$ cat src/rtl/dx_xlate_pkg.sv
package dx_xlate_pkg;

    localparam int BE_W = 4;

    typedef logic [BE_W-1:0] be_t;

    typedef enum logic [1:0] {
        VD_DROP  = 2'd0,
        VD_ISSUE = 2'd1,
        VD_ABORT = 2'd2
    } verdict_e;

    // Lanes contiguous and aligned to their count (1, 2 or 4 bytes).
    function automatic logic lane_set_ok(be_t be);
        int n;
        logic ok;
        n = $countones(be);
        case (n)
            1:       ok = 1'b1;
            2:       ok = (be == 4'b0011) || (be == 4'b1100);
            4:       ok = 1'b1;
            default: ok = 1'b0;
        endcase
        return ok;
    endfunction

    // Final beat of a burst: an aligned set that starts at lane 0.
    function automatic logic tail_ok(be_t be);
        return lane_set_ok(be) && be[0];
    endfunction

    function automatic logic be_pair_ok(logic single, be_t fbe, be_t lbe);
        if (single)
            return lane_set_ok(fbe) && (lbe == '0);
        else
            return (fbe == '1) && tail_ok(lbe);
    endfunction

endpackage

$ cat src/rtl/dx_addr_map.sv
module dx_addr_map #(
    parameter int NUM_BAR    = 4,
    parameter int BAR_IDX_W  = 3,
    parameter int REQ_AW     = 32,
    parameter int LA_W       = 32,
    parameter int APERTURE_W = 16,
    parameter logic [NUM_BAR*LA_W-1:0] XLATE_TABLE = '0
) (
    input  logic [BAR_IDX_W-1:0] bar,
    input  logic [REQ_AW-1:0]    addr,
    output logic [LA_W-1:0]      local_addr,
    output logic                 bar_ok
);
    localparam int HI_W = LA_W - APERTURE_W;
    localparam int IW   = BAR_IDX_W + 1;
    localparam logic [IW-1:0] NB = IW'(NUM_BAR);

    logic [NUM_BAR-1:0][HI_W-1:0] upper;
    logic [HI_W-1:0]              hi;
    logic                         unused_addr_hi;

    genvar g;
    generate
        for (g = 0; g < NUM_BAR; g++) begin : g_entry
            assign upper[g] = XLATE_TABLE[g*LA_W+APERTURE_W +: HI_W];
        end
    endgenerate

    assign unused_addr_hi = ^addr[REQ_AW-1:APERTURE_W];

    always_comb begin
        bar_ok = ({1'b0, bar} < NB);
        hi     = '0;
        for (int i = 0; i < NUM_BAR; i++) begin
            if ({1'b0, bar} == IW'(i))
                hi = upper[i];
        end
        local_addr = {hi, addr[APERTURE_W-1:0]};
    end
endmodule

$ cat src/rtl/dx_be_check.sv
module dx_be_check
    import dx_xlate_pkg::*;
#(
    parameter int LEN_W = 10
) (
    input  logic             is_write,
    input  logic             bar_ok,
    input  logic [LEN_W-1:0] len,
    input  be_t              fbe,
    input  be_t              lbe,
    output verdict_e         verdict
);
    logic legal;

    always_comb begin
        legal = bar_ok && (len != '0) &&
                be_pair_ok(len == LEN_W'(1), fbe, lbe);
        if (legal)
            verdict = VD_ISSUE;
        else if (is_write)
            verdict = VD_DROP;
        else
            verdict = VD_ABORT;
    end
endmodule

$ cat src/rtl/dx_burst_split.sv
module dx_burst_split
    import dx_xlate_pkg::*;
#(
    parameter int LA_W      = 32,
    parameter int LEN_W     = 10,
    parameter int MAX_RD_DW = 128
) (
    input  logic             clk,
    input  logic             rst,
    input  logic             start,
    input  logic             is_write,
    input  verdict_e         verdict,
    input  logic [LA_W-1:0]  base_addr,
    input  logic [LEN_W-1:0] len,
    input  be_t              fbe,
    input  be_t              lbe,
    output logic             busy,
    output logic             cmd_valid,
    output logic             cmd_write,
    output logic [LA_W-1:0]  cmd_addr,
    output logic [LEN_W-1:0] cmd_beats,
    output be_t              cmd_first_be,
    output be_t              cmd_last_be,
    output logic             cpl_abort
);
    localparam logic [LEN_W-1:0] CAP  = LEN_W'(MAX_RD_DW);
    localparam logic [LA_W-1:0]  STEP = LA_W'(MAX_RD_DW * 4);

    logic [LA_W-1:0]  next_addr;
    logic [LEN_W-1:0] rem;
    be_t              tail_be;
    logic [LEN_W-1:0] head_piece;
    logic [LEN_W-1:0] rest_piece;

    assign head_piece = (len > CAP) ? CAP : len;
    assign rest_piece = (rem > CAP) ? CAP : rem;

    always_ff @(posedge clk) begin
        if (rst) begin
            busy         <= 1'b0;
            next_addr    <= '0;
            rem          <= '0;
            tail_be      <= '0;
            cmd_valid    <= 1'b0;
            cmd_write    <= 1'b0;
            cmd_addr     <= '0;
            cmd_beats    <= '0;
            cmd_first_be <= '0;
            cmd_last_be  <= '0;
            cpl_abort    <= 1'b0;
        end else begin
            cmd_valid <= 1'b0;
            cpl_abort <= 1'b0;
            if (busy) begin
                cmd_valid    <= 1'b1;
                cmd_write    <= 1'b0;
                cmd_addr     <= next_addr;
                cmd_beats    <= rest_piece;
                cmd_first_be <= '1;
                cmd_last_be  <= (rem > CAP) ? be_t'('1) : tail_be;
                rem          <= rem - rest_piece;
                next_addr    <= next_addr + STEP;
                busy         <= (rem > CAP);
            end else if (start) begin
                case (verdict)
                    VD_ISSUE: begin
                        cmd_valid    <= 1'b1;
                        cmd_write    <= is_write;
                        cmd_addr     <= base_addr;
                        cmd_first_be <= fbe;
                        if (is_write) begin
                            cmd_beats   <= len;
                            cmd_last_be <= lbe;
                        end else begin
                            cmd_beats   <= head_piece;
                            cmd_last_be <= (len > CAP) ? be_t'('1) : lbe;
                            rem         <= len - head_piece;
                            next_addr   <= base_addr + STEP;
                            tail_be     <= lbe;
                            busy        <= (len > CAP);
                        end
                    end
                    VD_ABORT: cpl_abort <= 1'b1;
                    default:  ;
                endcase
            end
        end
    end
endmodule

$ cat src/rtl/dx_xlate_top.sv
module dx_xlate_top
    import dx_xlate_pkg::*;
#(
    parameter int NUM_BAR    = 4,
    parameter int BAR_IDX_W  = 3,
    parameter int REQ_AW     = 32,
    parameter int LA_W       = 32,
    parameter int APERTURE_W = 16,
    parameter int LEN_W      = 10,
    parameter int MAX_RD_DW  = 128,
    parameter logic [NUM_BAR*LA_W-1:0] XLATE_TABLE =
        {32'hC000_0000, 32'h8000_0000, 32'h4001_0000, 32'h1000_0000}
) (
    input  logic                 clk,
    input  logic                 rst,
    input  logic                 req_valid,
    output logic                 req_ready,
    input  logic                 req_write,
    input  logic [BAR_IDX_W-1:0] req_bar,
    input  logic [REQ_AW-1:0]    req_addr,
    input  logic [LEN_W-1:0]     req_len,
    input  logic [3:0]           req_first_be,
    input  logic [3:0]           req_last_be,
    output logic                 cmd_valid,
    output logic                 cmd_write,
    output logic [LA_W-1:0]      cmd_addr,
    output logic [LEN_W-1:0]     cmd_beats,
    output logic [3:0]           cmd_first_be,
    output logic [3:0]           cmd_last_be,
    output logic                 cpl_abort
);
    logic [LA_W-1:0] mapped_addr;
    logic            bar_ok;
    verdict_e        verdict;
    logic            busy;
    logic            accept;

    assign req_ready = !busy;
    assign accept    = req_valid && req_ready;

    dx_addr_map #(
        .NUM_BAR(NUM_BAR), .BAR_IDX_W(BAR_IDX_W), .REQ_AW(REQ_AW),
        .LA_W(LA_W), .APERTURE_W(APERTURE_W), .XLATE_TABLE(XLATE_TABLE)
    ) map_i (
        .bar(req_bar), .addr(req_addr),
        .local_addr(mapped_addr), .bar_ok(bar_ok)
    );

    dx_be_check #(.LEN_W(LEN_W)) chk_be_i (
        .is_write(req_write), .bar_ok(bar_ok), .len(req_len),
        .fbe(req_first_be), .lbe(req_last_be), .verdict(verdict)
    );

    dx_burst_split #(
        .LA_W(LA_W), .LEN_W(LEN_W), .MAX_RD_DW(MAX_RD_DW)
    ) split_i (
        .clk(clk), .rst(rst), .start(accept), .is_write(req_write),
        .verdict(verdict), .base_addr(mapped_addr), .len(req_len),
        .fbe(req_first_be), .lbe(req_last_be), .busy(busy),
        .cmd_valid(cmd_valid), .cmd_write(cmd_write), .cmd_addr(cmd_addr),
        .cmd_beats(cmd_beats), .cmd_first_be(cmd_first_be),
        .cmd_last_be(cmd_last_be), .cpl_abort(cpl_abort)
    );
endmodule

$ cat config.mk
export PLATFORM = sky130hd
export DESIGN_NAME = dx_xlate_top
export DESIGN_NICKNAME = d
export VERILOG_FILES = /design/src/rtl/dx_xlate_pkg.sv /design/src/rtl/dx_addr_map.sv /design/src/rtl/dx_be_check.sv /design/src/rtl/dx_burst_split.sv /design/src/rtl/dx_xlate_top.sv
export SDC_FILE = /design/constraint.sdc
export NUM_CORES = 1
export LEC_CHECK = 0
export CORE_UTILIZATION = 45
export DETAILED_ROUTE_END_ITERATION = 12
export PLACE_DENSITY = 0.83
export SLEW_MARGIN = 5
export SYNTH_ARGS = -nofsm -noshare
export SYNTH_HDL_FRONTEND = slang
export SYNTH_SLANG_ARGS = --single-unit
$ cat constraint.sdc
create_clock -name clk -period 2.9 [get_ports clk]
set_input_delay 0.58 -clock clk [delete_from_list [all_inputs] [get_ports clk]]
set_output_delay 0.58 -clock clk [all_outputs]
set_load 0.01 [all_outputs]
# Word level (Yosys, flattened, before mapping)
# Index checks and enable logic that the tools add are counted.
# op_classes
addsub,10
order_cmp,3
eq_ne,18
mux,45
n_bitwise,3
n_reduce_logical,22
# ops
op,count
32-bit 2-to-1 mux,7
10-bit 2-to-1 mux,10
"32-bit by 10-bit adder with 32-bit output, second input constant",2
32-bit adder,2
"32-bit by 1-bit equality test with 1-bit output, second input constant",2
"32-bit by 2-bit equality test with 1-bit output, second input constant",2
"32-bit by 3-bit equality test with 1-bit output, second input constant",2
4-bit 2-to-1 mux,9
16-bit 2-to-1 mux,2
"10-bit by 8-bit > comparator with 1-bit output, second input constant",2
10-bit subtractor,2
15-bit 2-to-1 mux,1
13-bit 2-to-1 mux,1
"4-bit equality test, second input constant",3
1-bit 2-to-1 mux,11
"10-bit by 1-bit equality test with 1-bit output, second input constant",1
10-bit nonzero test,1
1-bit by 1-bit adder with 2-bit output,4
"4-bit by 2-bit equality test with 1-bit output, second input constant",2
"3-bit by 2-bit equality test with 1-bit output, second input constant",2
1-bit logical AND,6
2-bit OR reduction,3
4-bit zero test,1
2-bit 2-to-1 mux,2
other kinds (15),21
# totals
ff_bits,100
in_bits,57
output_inout_bits,54
word_cells,112

# Logic depth before layout (Yosys ltp)
# Gate-level depths: netlist of the first run.
# logic_depth
word_depth,15
mapped_depth,13
depth_no_buf,11

# Modules after synthesis
# From an unflattened synthesis of the first run, not the netlist that was laid out.
# unflattened
cells_unflattened,759
area_unflattened_um2,5706.7
# by_module_without_submodules
mod,instances,cells_each,area_each_um2,seq_area_each_um2
dx_burst_split,1,684,5127.4,2001.9
dx_be_check,1,39,316.6,0.0
dx_addr_map,1,34,252.7,0.0
dx_xlate_top,1,2,10.0,0.0

# Worst setup path after synthesis of the first run
# No wires, ideal clock.
# synth_path
path_kind,input to register
from,in req_first_be[2]
to,reg split_i.cmd_addr[11]
setup_time_ps,103
arrival_ps,2859
t_required_ps,2797
slack_ps,-62
path_stages,11
path_buffers,2
cell_sequence,inv_1 > ha_1 > ha_1 > fa_1 > nor4b_1 > o2111a_4 > o211a_1 > buf_4 > buf_6 > nor3_1 > a2111oi_2
# synth_via
elab_chain_cells,13
word_cells_on_any_way,20
classes_between,2 x add/sub; 7 x eq/ne; 4 x mux; 7 x reduce/logical
# synth_rtl
element,line,rtl
"start, declared",dx_xlate_top.sv:22,"input logic [3:0] req_first_be,"
1-bit by 1-bit adder with 2-bit output (implied by the code),dx_xlate_pkg.sv:17,n = $countones(be);
32-bit adder (implied by the code),dx_xlate_pkg.sv:17,
32-bit by 1-bit equality test with 1-bit output or 32-bit by 3-bit equality test with 1-bit output (tied branches),dx_xlate_pkg.sv:18,case (n)
2-bit OR reduction (no source line),--,
1-bit case mux with 2 select lines,dx_xlate_pkg.sv:18,
1-bit 2-to-1 mux,dx_xlate_pkg.sv:33,if (single)
1-bit logical AND,dx_xlate_pkg.sv:34,return lane_set_ok(fbe) && (lbe == '0);
1-bit 2-to-1 mux (*),dx_xlate_pkg.sv:33,
1-bit logical AND (*),dx_be_check.sv:16,legal = bar_ok && (len != '0) &&
2-bit 2-to-1 mux (*),dx_be_check.sv:18,if (legal)
2-bit by 1-bit equality test with 1-bit output (*),dx_burst_split.sv:65,case (verdict)
2-bit nonzero test (no source line) (*),--,
2-bit AND reduction (no source line) (*),--,
"end signal, assigned",dx_burst_split.sv:57,cmd_addr <= next_addr;
"end signal, assigned",dx_burst_split.sv:69,cmd_addr <= base_addr;
"end, declared",dx_burst_split.sv:20,"output logic [LA_W-1:0] cmd_addr,"
# Every way passes the cells marked *; elsewhere a longest branch is shown, timed or not. The select of a mux whose other input is x is not followed.
# A chain may end at the register's enable or synchronous reset.

# Worst setup path in the final report of the first run
# layout_path
from,in req_last_be[2]
to,reg split_i.cmd_addr[14]
# layout_via
elab_chain_cells,14
word_cells_on_any_way,21
classes_between,2 x add/sub; 6 x eq/ne; 4 x mux; 9 x reduce/logical
# layout_rtl
element,line,rtl
"start, declared",dx_xlate_top.sv:23,"input logic [3:0] req_last_be,"
1-bit by 1-bit adder with 2-bit output (implied by the code),dx_xlate_pkg.sv:17,
32-bit adder (implied by the code),dx_xlate_pkg.sv:17,
32-bit by 1-bit equality test with 1-bit output or 32-bit by 3-bit equality test with 1-bit output (tied branches),dx_xlate_pkg.sv:18,
2-bit OR reduction (no source line),--,
1-bit case mux with 2 select lines,dx_xlate_pkg.sv:18,
1-bit 2-to-1 mux,dx_xlate_pkg.sv:33,
1-bit logical AND,dx_xlate_pkg.sv:29,return lane_set_ok(be) && be[0];
1-bit logical AND,dx_xlate_pkg.sv:36,return (fbe == '1) && tail_ok(lbe);
1-bit 2-to-1 mux (*),dx_xlate_pkg.sv:33,
1-bit logical AND (*),dx_be_check.sv:16,
2-bit 2-to-1 mux (*),dx_be_check.sv:18,
2-bit by 1-bit equality test with 1-bit output (*),dx_burst_split.sv:65,
2-bit nonzero test (no source line) (*),--,
2-bit AND reduction (no source line) (*),--,
# Marks and branches as above.

==> results of run 1 <==
[cells by family (layout without fill, tap and decap cells)]
logic type                 Yosys count  after routing
AOI/OAI and AO/OA                  178            178
xor gates and xnor gates            10             10
adders and majority gates           16             16
buffers and inverters               78            230
DFF                                100            100
muxes                               10             10
other                                1              2
and+or+nand+nor                    264            264
[power groups by stage]
stage	Combinational, mW	Clock, mW	Sequential, mW
after detailed placement	0.313	0	1.41
after CTS	0.344	1.20	1.38
final	0.399	1.20	1.38
after floorplan	0.151	0	1.41
after global placement	0.301	0	1.41
after global routing	0.421	1.27	1.38
[cells in the final DEF (no fill, tap or decap), types with 6 or more instances in the layout]
cell | netlist | layout
a2111oi_2 | 8 | 10
a211oi_1 | 13 | 12
a21oi_1 | 56 | 54
a22oi_1 | 9 | 9
a31oi_1 | 13 | 13
buf_12 | 0 | 8
buf_4 | 3 | 58
buf_6 | 1 | 16
buf_8 | 0 | 7
clkbuf_16 | 0 | 10
clkdlybuf4s50_1 | 0 | 85
dfxtp_1 | 100 | 99
ha_1 | 14 | 8
ha_4 | 0 | 6
inv_1 | 34 | 23
inv_2 | 0 | 7
mux2i_1 | 7 | 7
nand2_1 | 81 | 79
nand3_1 | 44 | 44
nand4_1 | 7 | 7
nor2_1 | 36 | 34
nor3_1 | 52 | 42
nor3_2 | 2 | 9
nor4_1 | 6 | 6
o21ai_0 | 18 | 18
o22ai_1 | 7 | 7
or3_1 | 8 | 8
[registers in the layout, summed over array words and instances (netlist names)]
signal / count
split_i.cmd_last_be: 4
split_i.next_addr: 32
split_i.cmd_first_be: 4
split_i.tail_be: 4
split_i.cmd_write: 1
split_i.busy: 1
split_i.cmd_beats: 10
split_i.cmd_valid: 1
split_i.cmd_addr: 32
split_i.rem: 10
split_i.cpl_abort: 1
[how the worst max path moves through the flow]
| stage | end | slack [ns] | cells after the start | start |
|---|---|---|---|---|
| floorplan | split_i.cmd_beats[5]$_SDFFE_PP0P_ | -0.008 | 11 | req_first_be[2] |
| global placement | split_i.cmd_addr[0]$_SDFFE_PP0P_ | -0.62 | 11 | req_first_be[2] |
| detailed placement | split_i.cmd_addr[0]$_SDFFE_PP0P_ | -0.92 | 11 | req_first_be[2] |
| CTS | split_i.cmd_addr[11]$_SDFFE_PP0P_ | -0.01 | 14 | req_last_be[1] |
| global route | split_i.next_addr[24]$_SDFFE_PP0P_ | -0.14 | 14 | req_last_be[0] |
| finish | split_i.cmd_addr[14]$_SDFFE_PP0P_ | -0.08 | 15 | req_last_be[2] |
[through the flow]
step | utilization (%) | setup TNS, ns | hold slack (ns) | worst slack (ns) | total power [mW]
6_report | 67.3 | -1.44 | 0.460 | -0.0835 | 2.98
5_1_grt | 67.3 | -4.65 | 0.480 | -0.137 | 3.07
4_1_cts | 64.4 | -0.0172 | 0.462 | -0.00954 | 2.92
3_5_place_dp | 59.0 | -67.35 | 0.447 | -0.922 | 1.72
3_3_place_gp | 59.0 | -52.50 | 0.441 | -0.624 | 1.71
2_1_floorplan | - | -0.0482 | 0.436 | -0.00821 | 1.56
[worst reg2reg max path, delay by kind of cell, from the launching register on]
family          cells  cell delay [ns]
fa+ha+maj           1             0.29
compound gates      3             0.83
flops               1             0.37
simple gates        4             0.99
[area by class of cell]
type | instances | area [um^2] | share of cell area [%]
clock inverter | 5 | 52.6 | 0.681
multi-input combinational | 480 | 3300 | 42.8
tap | 143 | 179 | 2.32
timing repair buffer | 178 | 1800 | 23.3
inverter | 36 | 148 | 1.91
clock buffer | 11 | 233 | 3.02
sequential | 100 | 2010 | 26.0
[repair_timing]
item                                    CTS  global route
pin swaps                                18            31
resized for setup                        56            69
buffers inserted                         14            18
gates cloned                              3             2
endpoints found under the setup margin  100            90
[metal layers]
metal  GRT usage (%)  vias up
li1                -     2710
met1            32.8     2860
met3            6.42       88
met4            14.7        0
met5               0        -
met2            49.5      407
==> impl.org, run 1 <==
** Timing
- RSZ-0062 raised after global routing :: yes
- Setup violations remaining at the end of the flow were counted as 47.
- For the pin with the worst max-slew slack, the measured transition is roughly 1.1 ns.
- The worst pin sits at a relative slew slack of 26.9%.
- Counting I/O delays and the setup requirement, the final critical path takes 2.98 ns.
- Final number of max-transition violations :: 0
- Setup slack on the critical path of the routed design comes to -0.0835 ns.
- Peak Freq :: 0.335 GHz
- Fin. Hold Viols :: 0
- Final period utilization :: 103%
- Clock skew on the completed layout was measured at 0.0114 ns.

** Synth
- The synthesized netlist devotes between 20% and 30% of its cell area to compound gates.
- Share of synthesized area spent on multiplexers :: 1.96%
- For this run, the register share of the synthesized area comes to 37.7%.
- Post-synthesis share of cell area spent on xor and xnor gates :: 1.65%
- Synthesis produced a netlist whose cell count is 657.
- Unique cell type count in the Yosys netlist :: 65
- Most area-hungry cell type in the Yosys netlist :: dfxtp_1
- Synth top cells by count :: dfxtp_1, nand2_1, a21oi_1
- Top flip-flop cell by instance count after synthesis :: dfxtp_1
- Post-synthesis register bit count :: 100
- Synth Area in Adders :: 4.06%
- Synthesized area divided by synthesized cell count :: approximately 8.1 um^2
- After Yosys synthesis, and, or, nand and nor cells account for ~24% of the synthesized area.
- Number of synthesis warnings :: 0
- Largest family of logic cells by synthesized area :: simple AND/OR/NAND/NOR gates
- Count leader, synth :: dfxtp_1
- Area share of the largest cell type after synthesis :: 37.7%
- In this run, synthesis inferred 0 flip-flops with an integrated enable.
- Top area cells in the synthesized netlist :: dfxtp_1, nand2_1, a21oi_1, nor3_1, nand3_1
- For this run, asynchronously set or reset flops after synthesis account for 0%.
- After synthesis the cells add up to 5300 um^2.

** Floorplanning
- The initialized floorplan defines 39 standard-cell rows.
- Pin placement for this block handled 111 I/O pins.
- Die width :: 111 um
- Height of the die :: about 110 um
- The die covers about 12000 um^2.
- In this run the standard cell core region covers around 11000 um^2.
- Starting Density :: a little under half

** Global routing
- After global routing the overflow that remains totals 0.
- Vias in the first global route :: 5810
- The initial antenna violation count came to 0.
- Entering global routing, the biggest net connects 92 pins.
- Wire length of the first global-routing pass :: 28100 um
- In the global route stage, overall resource usage came out at between 20% and 30%.

** Cells and area
- The finished cells cover between 7000 and 8000 um^2.
- Share of final-layout standard cells stronger than drive strength 1 :: 22.7%
- Compared with the post-synthesis result, the final layout area differs by 45.5%.
- Excluding fillers, the count of instances in the completed layout stands at ~950.
- The number of antenna diodes in the final layout is 0.
- Counting the fill cells in the layout gives around 860.
- The final layout contains 878 nets.

** Clocking
- Clock buffers created by TritonCTS :: 9
- After clock tree synthesis, the clock-pin slew on the worst setup and hold paths is approximately 0.060 ns.
- Counting along the longest clock path gives a buffer depth of 2.
- After clock tree synthesis, the flow added hold-fix buffers numbering 0.
- For the worst-skew pair, the clock arrives at the later sink with an insertion delay of 0.35 ns.
- Root cell of the clock tree :: clkbuf_16
- CTS H-tree lvls :: 3
- TritonCTS built the clock tree.
- Sink count of the clock tree :: 100

** Hold path
- The worst hold path was traced through 2 stages.
- Worst Hold Class :: reg2reg
- For hold timing, the worst endpoint is split_i.next_addr[2]$_SDFFE_PP0P_.
- In this run the most critical hold path is launched from split_i.next_addr[2]$_SDFFE_PP0P_.

** Route
- Wires add up to 19200 um.
- Router iterations before antenna repair :: 6
- Via count normalized by instance count :: around 6.4
- After detailed routing, the average wire length per cell comes to 20.1 um.
- Detailed routing placed a total of 1660 um of wire on met3.
- The detailed router put a total of 7070 um of wire on met1.
- Drt initial violations :: 707
- The detail route stage leaves a number of antenna-violating nets equal to 0.
- Total via count in the routed design :: 6065
- Summed over all nets, wire length on met2 after detailed routing comes to 9560 um.
- Top layer in use :: met4
- For this run, design rule violations remaining after detail routing come to 0.

** Status
- The final reports fail on negative setup slack.
- Result of the run :: finished, violations left

** Setup path
- Crit Path Category :: in2reg
- Path depth of the worst reg2reg path :: 8
- The worst register-to-register path has a setup slack of 0.35 ns.
- Delay-heaviest family, CP :: adder cells
- Endpoint of the lowest-slack register-to-register path :: split_i.rem[8]$_SDFFE_PP0P_
- Walking the worst path, the cells encountered are buf_8 > inv_4 > ha_4 > ha_4 > inv_2 > fa_2 > nor2_4 > a32oi_4 > nor3_4 > buf_6 > o211ai_4 > buf_12 > buf_4 > nor3_4 > a2111oi_2.
- At the worst endpoint, the arrival time is about 3.2 ns.
- Required time at the worst-slack endpoint :: about 3.1 ns
- For this run, the slowest stage of the critical path takes 0.57 ns.
- Type of origin of the critical path :: primary input
- The startpoint identified for the worst register-to-register timing path is split_i.rem[1]$_SDFFE_PP0P_.
- On the critical path, the stage with the largest delay is an instance of fa_2.
- Nature of the critical path endpoint :: flip-flop
- Of all nets on the critical path, the largest fanout is 5.
- Counting both buffers and inverters, the worst setup path holds a total of 6.

** Power
- Combinational power share :: between 10% and 20%
- Net switching is 25.0% of the power.
- Pleak :: 2.77 nW
- Cell Int Power :: between 2 and 2.5 mW
- P per Cell Area :: approximately 390 nW/um^2
- Across the VDD grid, the largest voltage drop is 256 uV.
- Sequential share of power :: 46.3%
- The share of total power dissipated in the clock network is 40.3%.
- For this design the total switching power over the nets is between 0.7 and 0.8 mW.

** Placed design
- Number of I/O port buffers :: 94
- Placed Cells :: 909
- DP Area :: 6770 um^2
- Routability-driven placement finished with a final weighted congestion of 0.957.
- DP Wirelength :: 11700 um

** Run
- The tool flagged a number of max-cap violations equal to 0.
(Power assumes the default switching activity.)
==> inputs of run 2 (changes only) <==
--- a/config.mk
+++ b/config.mk
@@ -7,6 +7,7 @@
 export LEC_CHECK = 0
 export CORE_UTILIZATION = 45
 export DETAILED_ROUTE_END_ITERATION = 12
+export MAX_ROUTING_LAYER = met4
 export PLACE_DENSITY = 0.83
 export SLEW_MARGIN = 5
 export SYNTH_ARGS = -nofsm -noshare
==> impl.org, run 2 (synthesized netlist as in run 1, its figures left out) <==
** Timing
- Peak Freq :: ~0.35 GHz
- Smallest hold slack :: 0.456 ns
- For the final database, setup skew stands at about 0.0065 ns.
- Setup TNS :: 0 ns
- Final number of max-transition violations :: 0
- Setup violations remaining at the end of the flow were counted as 0.
- In the post-route analysis, the smallest setup slack over all paths is 0.0326 ns.
- For the finished layout, the period the worst path requires is 2.87 ns.
- Final period utilization :: 98.9%
- Measured against its own limit, the worst slew margin works out to between 20% and 30%.
- For the pin with the worst max-slew slack, the measured transition is 1.06 ns.
- The number of endpoints with negative hold slack in the final report was 0.

** Global routing
- Largest net degree at the start of global routing :: 92
- Vias in the first global route :: 5758
- Number of antenna violations at the first check in global routing :: 0
- Wire length of the first global-routing pass :: ~28000 um
- Summed over all layers, the global routing overflow is 0.
- Combined global-route utilization of all metal layers :: 29.6%

** Setup path
- The critical path in this run is classified as in2reg.
- The worst setup path is launched from a primary input.
- At the worst endpoint, the required time is around 3 ns.
- Crit-path max FO :: 7
- Nature of the critical path endpoint :: flip-flop
- Arrival time of data at the critical path endpoint :: slightly above 3 ns

** Placed design
- In this run the cell area measured after placement is 6840 um^2.
- The congestion estimate from routability-driven global placement came to 0.904.
- The count of buffers added on input and output ports is 94.
- OpenSTA, run right after detailed placement, puts the worst setup slack at -0.768 ns.
- The number of placed instances, taps included, is around 900.
- Summed over all nets, the half-perimeter wirelength after detailed placement is 11900 um.

** Floorplanning
- After floorplanning, the core was divided into 39 placement rows.
- Pin placement for this block handled 111 I/O pins.
- Die width :: 111 um
- In this run the vertical extent of the chip is 111 um.
- Die Outline Area :: 12200 um^2
- In this run the standard cell core region covers 11500 um^2.
- The initial utilization of the core area, before any placement, comes to a little under half.

** Route
- Count of antenna-violating nets left after detailed routing :: 0
- Dividing the detail-routed wire length by the instance count gives around 19 um.
- DRC violation count after routing :: 0
- Using the TritonRoute via totals, the vias-per-cell ratio works out to 6.17.
- Total via count in the routed design :: 5843
- For this block, the routed nets add up to 18100 um of wire.
- For this run, the detailed router's first-pass iteration total came to 6.
- Drt initial violations :: 557

** Hold path
- The path class of the tightest hold or removal check is reg2reg.

** Power
- The analysis attributes to cell leakage a power of 2.75 nW.
- Maximum ir drop on the vdd rail :: 262 uV
- For this design the ratio of total power to cell area is 406 nW/um^2.

** Cells and area
- Cells with a size suffix above 1 make up 21.9% of the layout.
- The repair_antennas step left the layout with diodes totalling 0.
- With fillers left out, the area of the finished cells amounts to 7630 um^2.
- Filler-free cell count of the finished design :: between 900 and 1000
- Number of nets in the final layout :: 872
- Leading registers by flop count :: split_i.cmd_addr (32), split_i.next_addr (32)
- Most frequent cells in the layout :: dfxtp_1, clkdlybuf4s50_1, nand2_1, buf_4, a21oi_1
- Leading cell type in the layout, fill and taps excluded :: dfxtp_1
- Layout overhead on the synthesized area :: 43.8%

** Clocking
- TritonCTS clock tree :: done
- CTS placed an instance of clkbuf_16 at the clock tree root.
- The H-tree was split into 3 levels.
- Clock-pin slew on the worst setup and hold paths :: roughly 0.060 ns
- Clock tree synthesis found a total of 100 sinks.
- Number of hold buffers added after CTS :: 0
- Clock buffers created by TritonCTS :: 9
- For the worst-skew pair, the clock arrives at the later sink with an insertion delay of roughly 0.35 ns.
- No sink is reached through more buffers than the 2 on the longest clock path.

** Status
- The flow ran to the end, and the final reports show no timing, DRC or antenna violations.

** Run
- Maximum capacitance violations :: 0
[run 2: cell count changes in the layout (fill, tap and decap cells not counted), moves of 2 or more]
cell,delta
a32oi_2,-2
buf_8,-5
a32oi_1,+2
buf_6,-3
clkinv_2,-2
buf_4,+3
[run 2: worst paths after layout]
kind / startpoint / endpoint / slack, ns / cells after the start
worst min register to register: split_i.next_addr[1]$_SDFFE_PP0P_ / split_i.next_addr[1]$_SDFFE_PP0P_ / 0.46 / 2
worst min-delay path: split_i.next_addr[1]$_SDFFE_PP0P_ / split_i.next_addr[1]$_SDFFE_PP0P_ / 0.46 / 2
worst max register to register: split_i.rem[2]$_SDFFE_PP0P_ / split_i.rem[8]$_SDFFE_PP0P_ / 0.52 / 8
worst max-delay path: req_last_be[0] / split_i.cmd_addr[2]$_SDFFE_PP0P_ / 0.03 / 14
[run 2: report_power, final]
part           switching, mW  internal, mW  leakage [nW]  total (mW)
clock                  0.541         0.784         0.160        1.33
sequential           0.00367          1.38         0.806        1.38
combinational          0.200         0.189          1.78       0.390
[run 2: cell type report]
cell class	instances	area, um^2
clock inverter	5	82.6
multi-input combinational	480	3280
timing repair buffer	172	1700
sequential	100	2010
fill	895	3840
tap	143	179
clock buffer	11	243
inverter	36	140
[run 2: routing by layer]
metal	global-route usage (%)	vias up	wire length, um
met5	-	-	0
met4	14.1	0	515
met3	4.72	53	1140
met2	49.8	287	9150
met1	34.5	2816	7340
li1	-	2687	-
[run 2: worst max-delay path, cell delays in order]
cell and delay (ns):
buf_4 0.10, inv_2 0.04, ha_4 0.26, ha_4 0.12
inv_2 0.03, fa_2 0.56, nor2_4 0.05, a32oi_4 0.27
nor3_4 0.06, buf_12 0.14, o211a_4 0.28, buf_6 0.14
nor3_1 0.31, a2111oi_2 0.08
[run 2: stage by stage]
step	util (%)	power (mW)
finish	66.5	3.09
global route	66.5	3.18
CTS	65.0	3.05
detailed placement	59.7	1.73
global placement	59.7	1.72
floorplan	-	1.56
[run 2: timing repair]
action / CTS / global route
buffers inserted: 7 / 5
cloned: 3 / 0
endpoints found under the setup margin: 100 / 90
pin swaps: 17 / 27
gates resized for setup: 48 / 52
